[src/rtl/fpcc_pkg.sv]
package fpcc_pkg;

   typedef enum logic [1:0] {
      FMT_SGL  = 2'd0,
      FMT_DBL  = 2'd1,
      FMT_PAIR = 2'd2,
      FMT_ALT  = 2'd3
   } fpcc_fmt_e;

   typedef enum logic [1:0] {
      REL_EQ   = 2'd0,
      REL_LT   = 2'd1,
      REL_LE   = 2'd2,
      REL_NONE = 2'd3
   } fpcc_rel_e;

   // raw relation of one operand pair
   typedef struct packed {
      logic unord;
      logic quiet;
      logic eq;
      logic lt;
   } fpcc_cmp_t;

   // resolved outcome of one lane
   typedef struct packed {
      logic trap;
      logic cond;
   } fpcc_lane_t;

endpackage

[src/rtl/fpcc_cmp.sv]
module fpcc_cmp
   import fpcc_pkg::*;
#(
   parameter int EXP_W  = 8,
   parameter int FRAC_W = 23
) (
   input  logic [EXP_W+FRAC_W:0] a,
   input  logic [EXP_W+FRAC_W:0] b,
   output fpcc_cmp_t             res
);
   localparam int W   = 1 + EXP_W + FRAC_W;
   localparam int MAG = W - 1;

   if (EXP_W < 2 || FRAC_W < 2) begin : g_bad_fields
      $error("fpcc_cmp: exponent and fraction need at least 2 bits");
   end

   logic             sign_a, sign_b;
   logic [MAG-1:0]   mag_a, mag_b;
   logic             nan_a, nan_b, qui_a, qui_b;
   logic             zeros;

   always_comb begin
      sign_a = a[W-1];
      sign_b = b[W-1];
      mag_a  = a[MAG-1:0];
      mag_b  = b[MAG-1:0];
      nan_a  = (&a[W-2 -: EXP_W]) && (|a[FRAC_W-1:0]);
      nan_b  = (&b[W-2 -: EXP_W]) && (|b[FRAC_W-1:0]);
      qui_a  = nan_a && !a[FRAC_W-1];
      qui_b  = nan_b && !b[FRAC_W-1];
      zeros  = (mag_a == '0) && (mag_b == '0);

      res.unord = nan_a || nan_b;
      res.quiet = qui_a || qui_b;
      res.eq    = zeros || (a == b);
      if (zeros)
         res.lt = 1'b0;
      else if (sign_a != sign_b)
         res.lt = sign_a;
      else if (!sign_a)
         res.lt = mag_a < mag_b;
      else
         res.lt = mag_a > mag_b;
   end
endmodule

[src/rtl/fpcc_resolve.sv]
module fpcc_resolve
   import fpcc_pkg::*;
(
   input  fpcc_cmp_t  cmp,
   input  logic [1:0] rel,
   input  logic       unord_true,
   input  logic       quiet_trap,
   output fpcc_lane_t lane
);
   logic ordered_res;

   always_comb begin
      unique case (fpcc_rel_e'(rel))
         REL_EQ:  ordered_res = cmp.eq;
         REL_LT:  ordered_res = cmp.lt;
         REL_LE:  ordered_res = cmp.lt || cmp.eq;
         default: ordered_res = 1'b0;
      endcase
      lane.trap = quiet_trap && cmp.quiet;
      lane.cond = cmp.unord ? unord_true : ordered_res;
   end
endmodule

[src/rtl/fpcc_sr_update.sv]
module fpcc_sr_update
   import fpcc_pkg::*;
#(
   parameter int SR_W      = 32,
   parameter int CC_IDX_W  = 3,
   parameter int CC_POS0   = 23,
   parameter int CC_BASE   = 24,
   parameter int INV_CAUSE = 16,
   parameter int INV_FLAG  = 6
) (
   input  logic [SR_W-1:0]     sr_in,
   input  fpcc_lane_t          lane_lo,
   input  fpcc_lane_t          lane_hi,
   input  logic                hi_en,
   input  logic [CC_IDX_W-1:0] idx_lo,
   input  logic [CC_IDX_W-1:0] idx_hi,
   output logic [SR_W-1:0]     sr_out
);
   function automatic int cc_pos(input logic [CC_IDX_W-1:0] k);
      return (k == '0) ? CC_POS0 : CC_BASE + int'(k);
   endfunction

   always_comb begin
      sr_out = sr_in;
      if (lane_lo.trap) begin
         sr_out[INV_CAUSE] = 1'b1;
         sr_out[INV_FLAG]  = 1'b1;
      end else begin
         sr_out[cc_pos(idx_lo)] = lane_lo.cond;
      end
      if (hi_en) begin
         if (lane_hi.trap) begin
            sr_out[INV_CAUSE] = 1'b1;
            sr_out[INV_FLAG]  = 1'b1;
         end else begin
            sr_out[cc_pos(idx_hi)] = lane_hi.cond;
         end
      end
   end
endmodule

[src/rtl/fp_cmp_cond.sv]
module fp_cmp_cond
   import fpcc_pkg::*;
#(
   parameter int SR_W      = 32,
   parameter int CC_IDX_W  = 3,
   parameter int CC_POS0   = 23,
   parameter int CC_BASE   = 24,
   parameter int INV_CAUSE = 16,
   parameter int INV_FLAG  = 6,
   parameter bit PAIRED_EN = 1'b1
) (
   input  logic                clk,
   input  logic                rst_n,
   input  logic                start,
   input  logic [1:0]          fmt,
   input  logic [1:0]          rel,
   input  logic                unord_true,
   input  logic                quiet_trap,
   input  logic [CC_IDX_W-1:0] cc_idx,
   input  logic [63:0]         opnd_a,
   input  logic [63:0]         opnd_b,
   output logic [SR_W-1:0]     status,
   output logic                done
);
   localparam int NLANE  = PAIRED_EN ? 2 : 1;
   localparam int CC_TOP = CC_BASE + (1 << CC_IDX_W) - 1;

   if (CC_IDX_W < 1 || CC_TOP >= SR_W || CC_POS0 >= SR_W) begin : g_bad_cc
      $error("fp_cmp_cond: condition bits fall outside the status register");
   end
   if (INV_CAUSE >= SR_W || INV_FLAG >= SR_W || INV_CAUSE == INV_FLAG) begin : g_bad_inv
      $error("fp_cmp_cond: invalid-operation bit positions are not usable");
   end

   fpcc_cmp_t       cmp_s [NLANE];
   fpcc_cmp_t       cmp_d;
   fpcc_cmp_t       cmp_lo;
   fpcc_lane_t      lane_lo, lane_hi;
   logic            is_dbl, hi_en;
   logic [SR_W-1:0] sr_next;

   for (genvar i = 0; i < NLANE; i++) begin : g_sgl
      fpcc_cmp #(.EXP_W(8), .FRAC_W(23)) u_cmp (
         .a   (opnd_a[32*i +: 32]),
         .b   (opnd_b[32*i +: 32]),
         .res (cmp_s[i])
      );
   end

   fpcc_cmp #(.EXP_W(11), .FRAC_W(52)) u_cmp_dbl (
      .a   (opnd_a),
      .b   (opnd_b),
      .res (cmp_d)
   );

   assign is_dbl = (fpcc_fmt_e'(fmt) == FMT_DBL);
   assign cmp_lo = is_dbl ? cmp_d : cmp_s[0];

   fpcc_resolve u_res_lo (
      .cmp        (cmp_lo),
      .rel        (rel),
      .unord_true (unord_true),
      .quiet_trap (quiet_trap),
      .lane       (lane_lo)
   );

   if (PAIRED_EN) begin : g_pair
      fpcc_resolve u_res_hi (
         .cmp        (cmp_s[NLANE-1]),
         .rel        (rel),
         .unord_true (unord_true),
         .quiet_trap (quiet_trap),
         .lane       (lane_hi)
      );
      assign hi_en = (fpcc_fmt_e'(fmt) == FMT_PAIR);
   end else begin : g_solo
      assign lane_hi = '0;
      assign hi_en   = 1'b0;
   end

   fpcc_sr_update #(
      .SR_W      (SR_W),
      .CC_IDX_W  (CC_IDX_W),
      .CC_POS0   (CC_POS0),
      .CC_BASE   (CC_BASE),
      .INV_CAUSE (INV_CAUSE),
      .INV_FLAG  (INV_FLAG)
   ) u_sr (
      .sr_in   (status),
      .lane_lo (lane_lo),
      .lane_hi (lane_hi),
      .hi_en   (hi_en),
      .idx_lo  (cc_idx),
      .idx_hi  (cc_idx + 1'b1),
      .sr_out  (sr_next)
   );

   always_ff @(posedge clk or negedge rst_n) begin
      if (!rst_n) begin
         status <= '0;
         done   <= 1'b0;
      end else begin
         done <= start;
         if (start)
            status <= sr_next;
      end
   end
endmodule

[config.mk]
export PLATFORM = sky130hd
export DESIGN_NAME = fp_cmp_cond
export DESIGN_NICKNAME = d
export VERILOG_FILES = /design/src/rtl/fpcc_pkg.sv /design/src/rtl/fpcc_cmp.sv /design/src/rtl/fpcc_resolve.sv /design/src/rtl/fpcc_sr_update.sv /design/src/rtl/fp_cmp_cond.sv
export SDC_FILE = /design/constraint.sdc
export NUM_CORES = 1
export LEC_CHECK = 0
export ABC_AREA = 1
export BUFFER_PORTS_ARGS = -buffer_cell sky130_fd_sc_hd__buf_4
export CAP_MARGIN = 10
export CORE_MARGIN = 1
export CORE_UTILIZATION = 50
export CTS_BUF_LIST = sky130_fd_sc_hd__clkbuf_4
export CTS_CLUSTER_SIZE = 24
export DETAILED_ROUTE_END_ITERATION = 10
export PLACE_DENSITY = 0.84
export SLEW_MARGIN = 20
export SYNTH_ARGS = -nofsm -noshare
export SYNTH_HDL_FRONTEND = slang
export SYNTH_SLANG_ARGS = --single-unit
[constraint.sdc]
create_clock -name clk -period 1.05 [get_ports clk]
set_input_delay 0 -clock clk [delete_from_list [all_inputs] [get_ports clk]]
set_output_delay 0 -clock clk [all_outputs]
set_load 0.005 [all_outputs]
## Word level (Yosys, flattened, before mapping)

Index checks and enable logic that the tools add are counted.

- $add $sub $neg: 3
- Order comparisons: 10
- Equality and inequality tests: 9
- Multiplexer cells: 33
- Reduce and logical (&&, ||, !) cells: 57

Operators by type and width:

| cell | count |
|---|---|
| 63-bit logical NOT | 2 |
| 31-bit logical NOT | 4 |
| 52-bit OR reduction | 2 |
| 32-bit two-way mux | 3 |
| 23-bit OR reduction | 4 |
| 32-bit bitwise mux | 2 |
| 32-bit equality test | 2 |
| 64-bit equality test | 1 |
| 32-bit by 1-bit >= comparator with 1-bit output (second input constant) | 2 |
| 32-bit by 7-bit less-than comparator with 1-bit output (second input constant) | 2 |
| 63-bit greater-than comparator | 1 |
| 63-bit less-than comparator | 1 |
| 31-bit greater-than comparator | 2 |
| 31-bit less-than comparator | 2 |
| 8-bit AND reduction | 4 |
| 15-bit two-way mux | 2 |
| 11-bit AND reduction | 2 |
| 1-bit logical AND | 19 |
| 9-bit two-way mux | 2 |
| 1-bit two-way mux | 17 |
| 5-bit by 3-bit adder with 6-bit output (first input constant) | 2 |
| 6-bit two-way mux | 2 |
| 1-bit logical OR | 11 |
| 1-bit demux with 5-bit select | 2 |
| 9 further kinds | 19 |

- Bits in registers: 33
- Input port bits: 140
- Output and inout bits: 33
- Word-level logic and storage cells: 114

## Depth between registers and ports, before layout

- Depth after elaboration: 13
- Mapped depth: 23

## Cells and area by module

A second synthesis with hierarchy kept.

- Cells, all modules: 1135
- Area, all modules: 6950.4 µm²

By module, submodules not included:

| module | instances | cells each | area an instance (µm²) | sequential area each (µm²) |
|---|---|---|---|---|
| fpcc_cmp at g_sgl[0].u_cmp ... | 2 | 218 | 1238.7 | 0.0 |
| fpcc_cmp at u_cmp_dbl | 1 | 421 | 2346.0 | 0.0 |
| fp_cmp_cond | 1 | 154 | 1525.2 | 825.8 |
| fpcc_sr_update | 1 | 102 | 511.7 | 0.0 |
| fpcc_resolve | 2 | 11 | 45.0 | 0.0 |

## Worst setup path before layout

OpenSTA, ideal clock, no wires.

- Kind: input port to flip-flop
- From: in opnd_b[30]
- To: reg status[24]
- Setup time: 116 ps
- Data arrival time: 1492 ps
- Data required time: 934 ps
- Slack: -558 ps
- Stages on the path: 19
- Path buffers: 0
- Path through: inv_1 ha_1 nand2_1 nor2_2 nand4_1 nor2_2 nand4_2 inv_1 nand3_1 nand2_1 nand2_1 nand2_1 nand2_1 nand2_2 nand2_4 nand3_1 nand2_1 nand2_1 nand2_1

- Word-level cells in the longest chain between the ends: 13
- Elaborated cells between the ends (all ways): 38
- Those cells by class: order compare: 4; eq/ne: 2; mux: 14; reduce/logical: 18

Ends and longest elaborated chain:

| what | RTL line | source |
|---|---|---|
| start, declared | fp_cmp_cond.sv:21 | `input logic [63:0] opnd_b,` |
| 63-bit less-than comparator, or another cell as far along | fpcc_cmp.sv:42 | `res.lt = mag_a < mag_b;` |
| 1-bit two-way mux | fpcc_cmp.sv:41 | `else if (!sign_a)` |
| 1-bit two-way mux | fpcc_cmp.sv:39 | `else if (sign_a != sign_b)` |
| 1-bit two-way mux | fpcc_cmp.sv:37 | `if (zeros)` |
| 4-bit two-way mux (*) | fp_cmp_cond.sv:57 | `assign cmp_lo = is_dbl ? cmp_d : cmp_s[0];` |
| 1-bit logical OR | fpcc_resolve.sv:16 | `REL_LE: ordered_res = cmp.lt \|\| cmp.eq;` |
| 1-bit one-hot mux with 3 select lines | fpcc_resolve.sv:13 | `unique case (fpcc_rel_e'(rel))` |
| 1-bit two-way mux | fpcc_resolve.sv:20 | `lane.cond = cmp.unord ? unord_true : ordered_res;` |
| 32-bit bitwise mux | fpcc_sr_update.sv:29 | `sr_out[cc_pos(idx_lo)] = lane_lo.cond;` |
| 15-bit two-way mux (*) | fpcc_sr_update.sv:25 | `if (lane_lo.trap) begin` |
| 32-bit bitwise mux | fpcc_sr_update.sv:36 | `sr_out[cc_pos(idx_hi)] = lane_hi.cond;` |
| 15-bit two-way mux | fpcc_sr_update.sv:32 | `if (lane_hi.trap) begin` |
| 32-bit two-way mux (*) | fpcc_sr_update.sv:31 | `if (hi_en) begin` |
| end signal, assigned | fp_cmp_cond.sv:105 | `status <= sr_next;` |
| end, declared | fp_cmp_cond.sv:22 | `output logic [SR_W-1:0] status,` |

Every way passes the cells marked *; elsewhere a longest branch is shown, timed or not.
A chain may end at the register's enable or synchronous reset.

## Worst setup path after layout

- From: in opnd_b[51]
- To: reg status[31]

- Word-level cells in the longest chain between the ends: 13
- Elaborated cells between the ends (all ways): 43
- Those cells by class: order compare: 4; eq/ne: 2; mux: 16; reduce/logical: 21

Ends and longest elaborated chain:

| what | RTL line |
|---|---|
| 63-bit less-than comparator / 63-bit greater-than comparator (equally long branches) | fpcc_cmp.sv:42, fpcc_cmp.sv:44 |
| 1-bit two-way mux | fpcc_cmp.sv:41 |
| 1-bit two-way mux | fpcc_cmp.sv:39 |
| 1-bit two-way mux | fpcc_cmp.sv:37 |
| 4-bit two-way mux | fp_cmp_cond.sv:57 |
| 1-bit logical OR | fpcc_resolve.sv:16 |
| 1-bit one-hot mux with 3 select lines | fpcc_resolve.sv:13 |
| 1-bit two-way mux | fpcc_resolve.sv:20 |
| 32-bit bitwise mux | fpcc_sr_update.sv:29 |
| 15-bit two-way mux | fpcc_sr_update.sv:25 |
| 32-bit bitwise mux | fpcc_sr_update.sv:36 |
| 15-bit two-way mux | fpcc_sr_update.sv:32 |
| 32-bit two-way mux (*) | fpcc_sr_update.sv:31 |

Marks and branches as above.

==> reports/qor.yml <==
status:
  status: "finished with violations"
  violations: "negative setup slack"
worst_setup_path:
  path_common_cell: "nand2_1"
  path_cells: "buf_4 > inv_2 > ha_1 > nand2_2 > nor2_4 > nand3_4 > nor2_4 > nand3_1 > nand2_1 > nor2_2 > nand2_2 > nand2_1 > nand2_1 > nand2_1 > nand2_1 > nand2_2 > nand2_4 > nand3_2 > nand2_1 > nand2_1 > nand2_1"
  rrSetupSlack_ns: 0.14
  required_ns: 1.29
  critPathLaunchType: "primary input"
  path_buf_inv: 2
  cp_top_family: "simple AND/OR/NAND/NOR gates"
  worstSetupEndpointType: "flip-flop"
  cp.arrival_ns: 1.95
  worstPathMaxFanout: 5
  crit_type: "primary input to flip-flop"
  slowest_delay_ns: 0.27
  cp_slowest_cell: "ha_1"
pwr:
  p_per_area_nw_per_um2: 569
  p_leak_nw: 3.67
  peakVddDrop_mv: 0.470
  total_power_w: 0.00399
routing:
  wl_um: 15200
  first_iter_violations: 266
  drtAntennaViolNets: 0
  wl_per_cell_um: 14.9
  routed_via_density: 5.42
  dr.pass1.iters: 5
  drc: 0
  dr_total_vias: 5542
cts:
  clk_pin_slew_worst_paths_ns: 0.11
  clock_sinks: 18
  cts-root-buf: "clkbuf_4"
  clockBufferDepth: 2
  htreeDepth: 1
  cts-buffers-inserted: 3
  cts_tree: "done"
  insertion_delay_ns: 0.30
die:
  io_pins: 173
  row_count: 32
  core_um2: 7730
  chipHeight_um: 91.4
  initial_utilization_pct: 51.7
  die_w_um: 91.4
  dieArea_um2: 8360
grt:
  grt_use_total_pct: 34.2
  grt.overflow.total: 0
  antenna_found_initial: 0
  grt_max_degree: 19
  first_global_vias: 5591
  grt_pass1_wl_um: 24000
sta:
  drv_slew: 0
  finalHoldViolations: 0
  min_period_over_period_pct: 162
  finClkSkew_ns: 0
  whs_ns: 0.104
  setup_viol_count_final: 13
  fmax_mhz: 586
  fin_setup_tns_ns: -7.41
  setup_ws_ns: -0.656
  period_minus_slack_ns: 1.71
  rsz0062_at_grt: "yes"
final_layout:
  final_cell_mix: "223 x buf_4, 148 x nand2_1, 74 x inv_1, 72 x nor2_1, 39 x ha_4"
  final_cell_count_no_fill: 1023
  final_common_cell: "buf_4"
  n_antenna_cell: 0
  area.growth.synth_to_final_pct: 75.3
  final_core_util_pct: 90.7
  nets: 1131
  drive_above_1_share_pct: 48.1
placed_design:
  port_buffers: 157
  place_congestion: 0.942
  dp_hpwl_um: 11300
  dp_cells: 1005
logic_synthesis:
  syn_avg_cell_area_um2: 5.96
  synth_seq_cells: 18
  synthArstFlopShare_pct: 100
  synthCells: 671
  synth_edf_count: 0
  ys.flop_type: "dfrtp_1"
  seq_area_frac_synth_pct: 11.3
  ys_types: 36
  yosys_warnings: 0
  synth_area_um2: 4000
min_path:
  hold_class: "primary input to asynchronous set/reset pin"
flow_run:
  maxCapViolations: 0
[report_power, final]
part	total [W]	leakage [nW]	internal [W]	switching, W
Sequential	0.000857	0.229	0.000781	0.0000753
Clock	0.000362	0.0154	0.000139	0.000223
Combinational	0.00277	3.43	0.00140	0.00137
Total	0.00399	3.67	0.00232	0.00167
[Yosys cell counts, types with 2 or more instances]
cell      number  area [µm²]
nand4_1       29         181
inv_1        110         413
o21ai_2        2        17.5
inv_2         15        56.3
o21a_1         2        15.0
nor4_1         3        18.8
nand2_2        7        43.8
buf_6          2        22.5
dfrtp_1       18         450
nand3_2        2        20.0
nor3_2         2        20.0
nand3b_1       3        22.5
xnor2_1        2        17.5
nor2_4         3        33.8
ha_1          69         863
nand2_1      172         646
nand3_1       35         175
o21ai_1        4        20.0
buf_4         15         113
clkbuf_1       4        15.0
a21o_1         4        30.0
nor2_1        87         327
nor2_2        11        68.8
nor3_1         7        35.0
o21ai_0        6        30.0
a21oi_1       45         225
nand4_2        3        37.5
[final timing paths]
check / from / end / depth (start not counted)
max: opnd_b[51] / status[31] / 21
min: rst_n / status[22] / 2
max reg2reg: status[31] / status[31] / 4
min reg2reg: status[20] / status[20] / 0
max in group asynchronous: rst_n / status[17] / 2
min in group clk: fmt[1] / status[6] / 5
[repair_timing]
item | 4_1_cts | 5_1_grt
hold buffers | 2 | 0
pin swaps | 59 | 21
setup buffers | 10 | 0
endpoints found under the hold margin | 21 | 0
resized for setup | 86 | 31
cloned | 3 | 0
setup endpoints to repair | 13 | 13
[through the flow]
step                      cell area, µm²  setup WS, ns
after floorplan                     4610        -0.503
after global placement              6370        -0.829
after detailed placement            6370        -0.911
after CTS                           6880        -0.566
after global routing                7010        -0.826
final                               7010        -0.656
[layer usage]
layer / part of all wire, % / track usage (%) / vias to the layer above
met3: 6.9 / 4.94 / 67
met2: 52 / 66.7 / 301
met5: 0 / 0 / -
met1: 38 / 37.6 / 2546
li1: - / - / 2628
met4: 3.7 / 9.66 / 0
[registers in the layout (all words and copies together), names as in the netlist]
name and flops:
done 1, status 17
[logic make-up after synthesis]
group,synth area share (%)
XOR/XNOR,0.657
other,0.0938
adder cells (fa/ha/maj),21.6
AND/OR/NAND/NOR,41.2
AO/OA/AOI/OAI,9.20
buffers and inverters,16.0
flip-flops,11.3
[area by class of cell]
| class | count | area, µm² |
|---|---|---|
| sequential | 18 | 450 |
| timing repair buffer | 253 | 2030 |
| multi-input combinational | 521 | 3800 |
| clock inverter | 1 | 3.75 |
| tap | 102 | 128 |
| inverter | 125 | 574 |
| clock buffer | 3 | 22.5 |
| fill | 356 | 718 |
No activity file was read; power rests on OpenSTA's default activity.
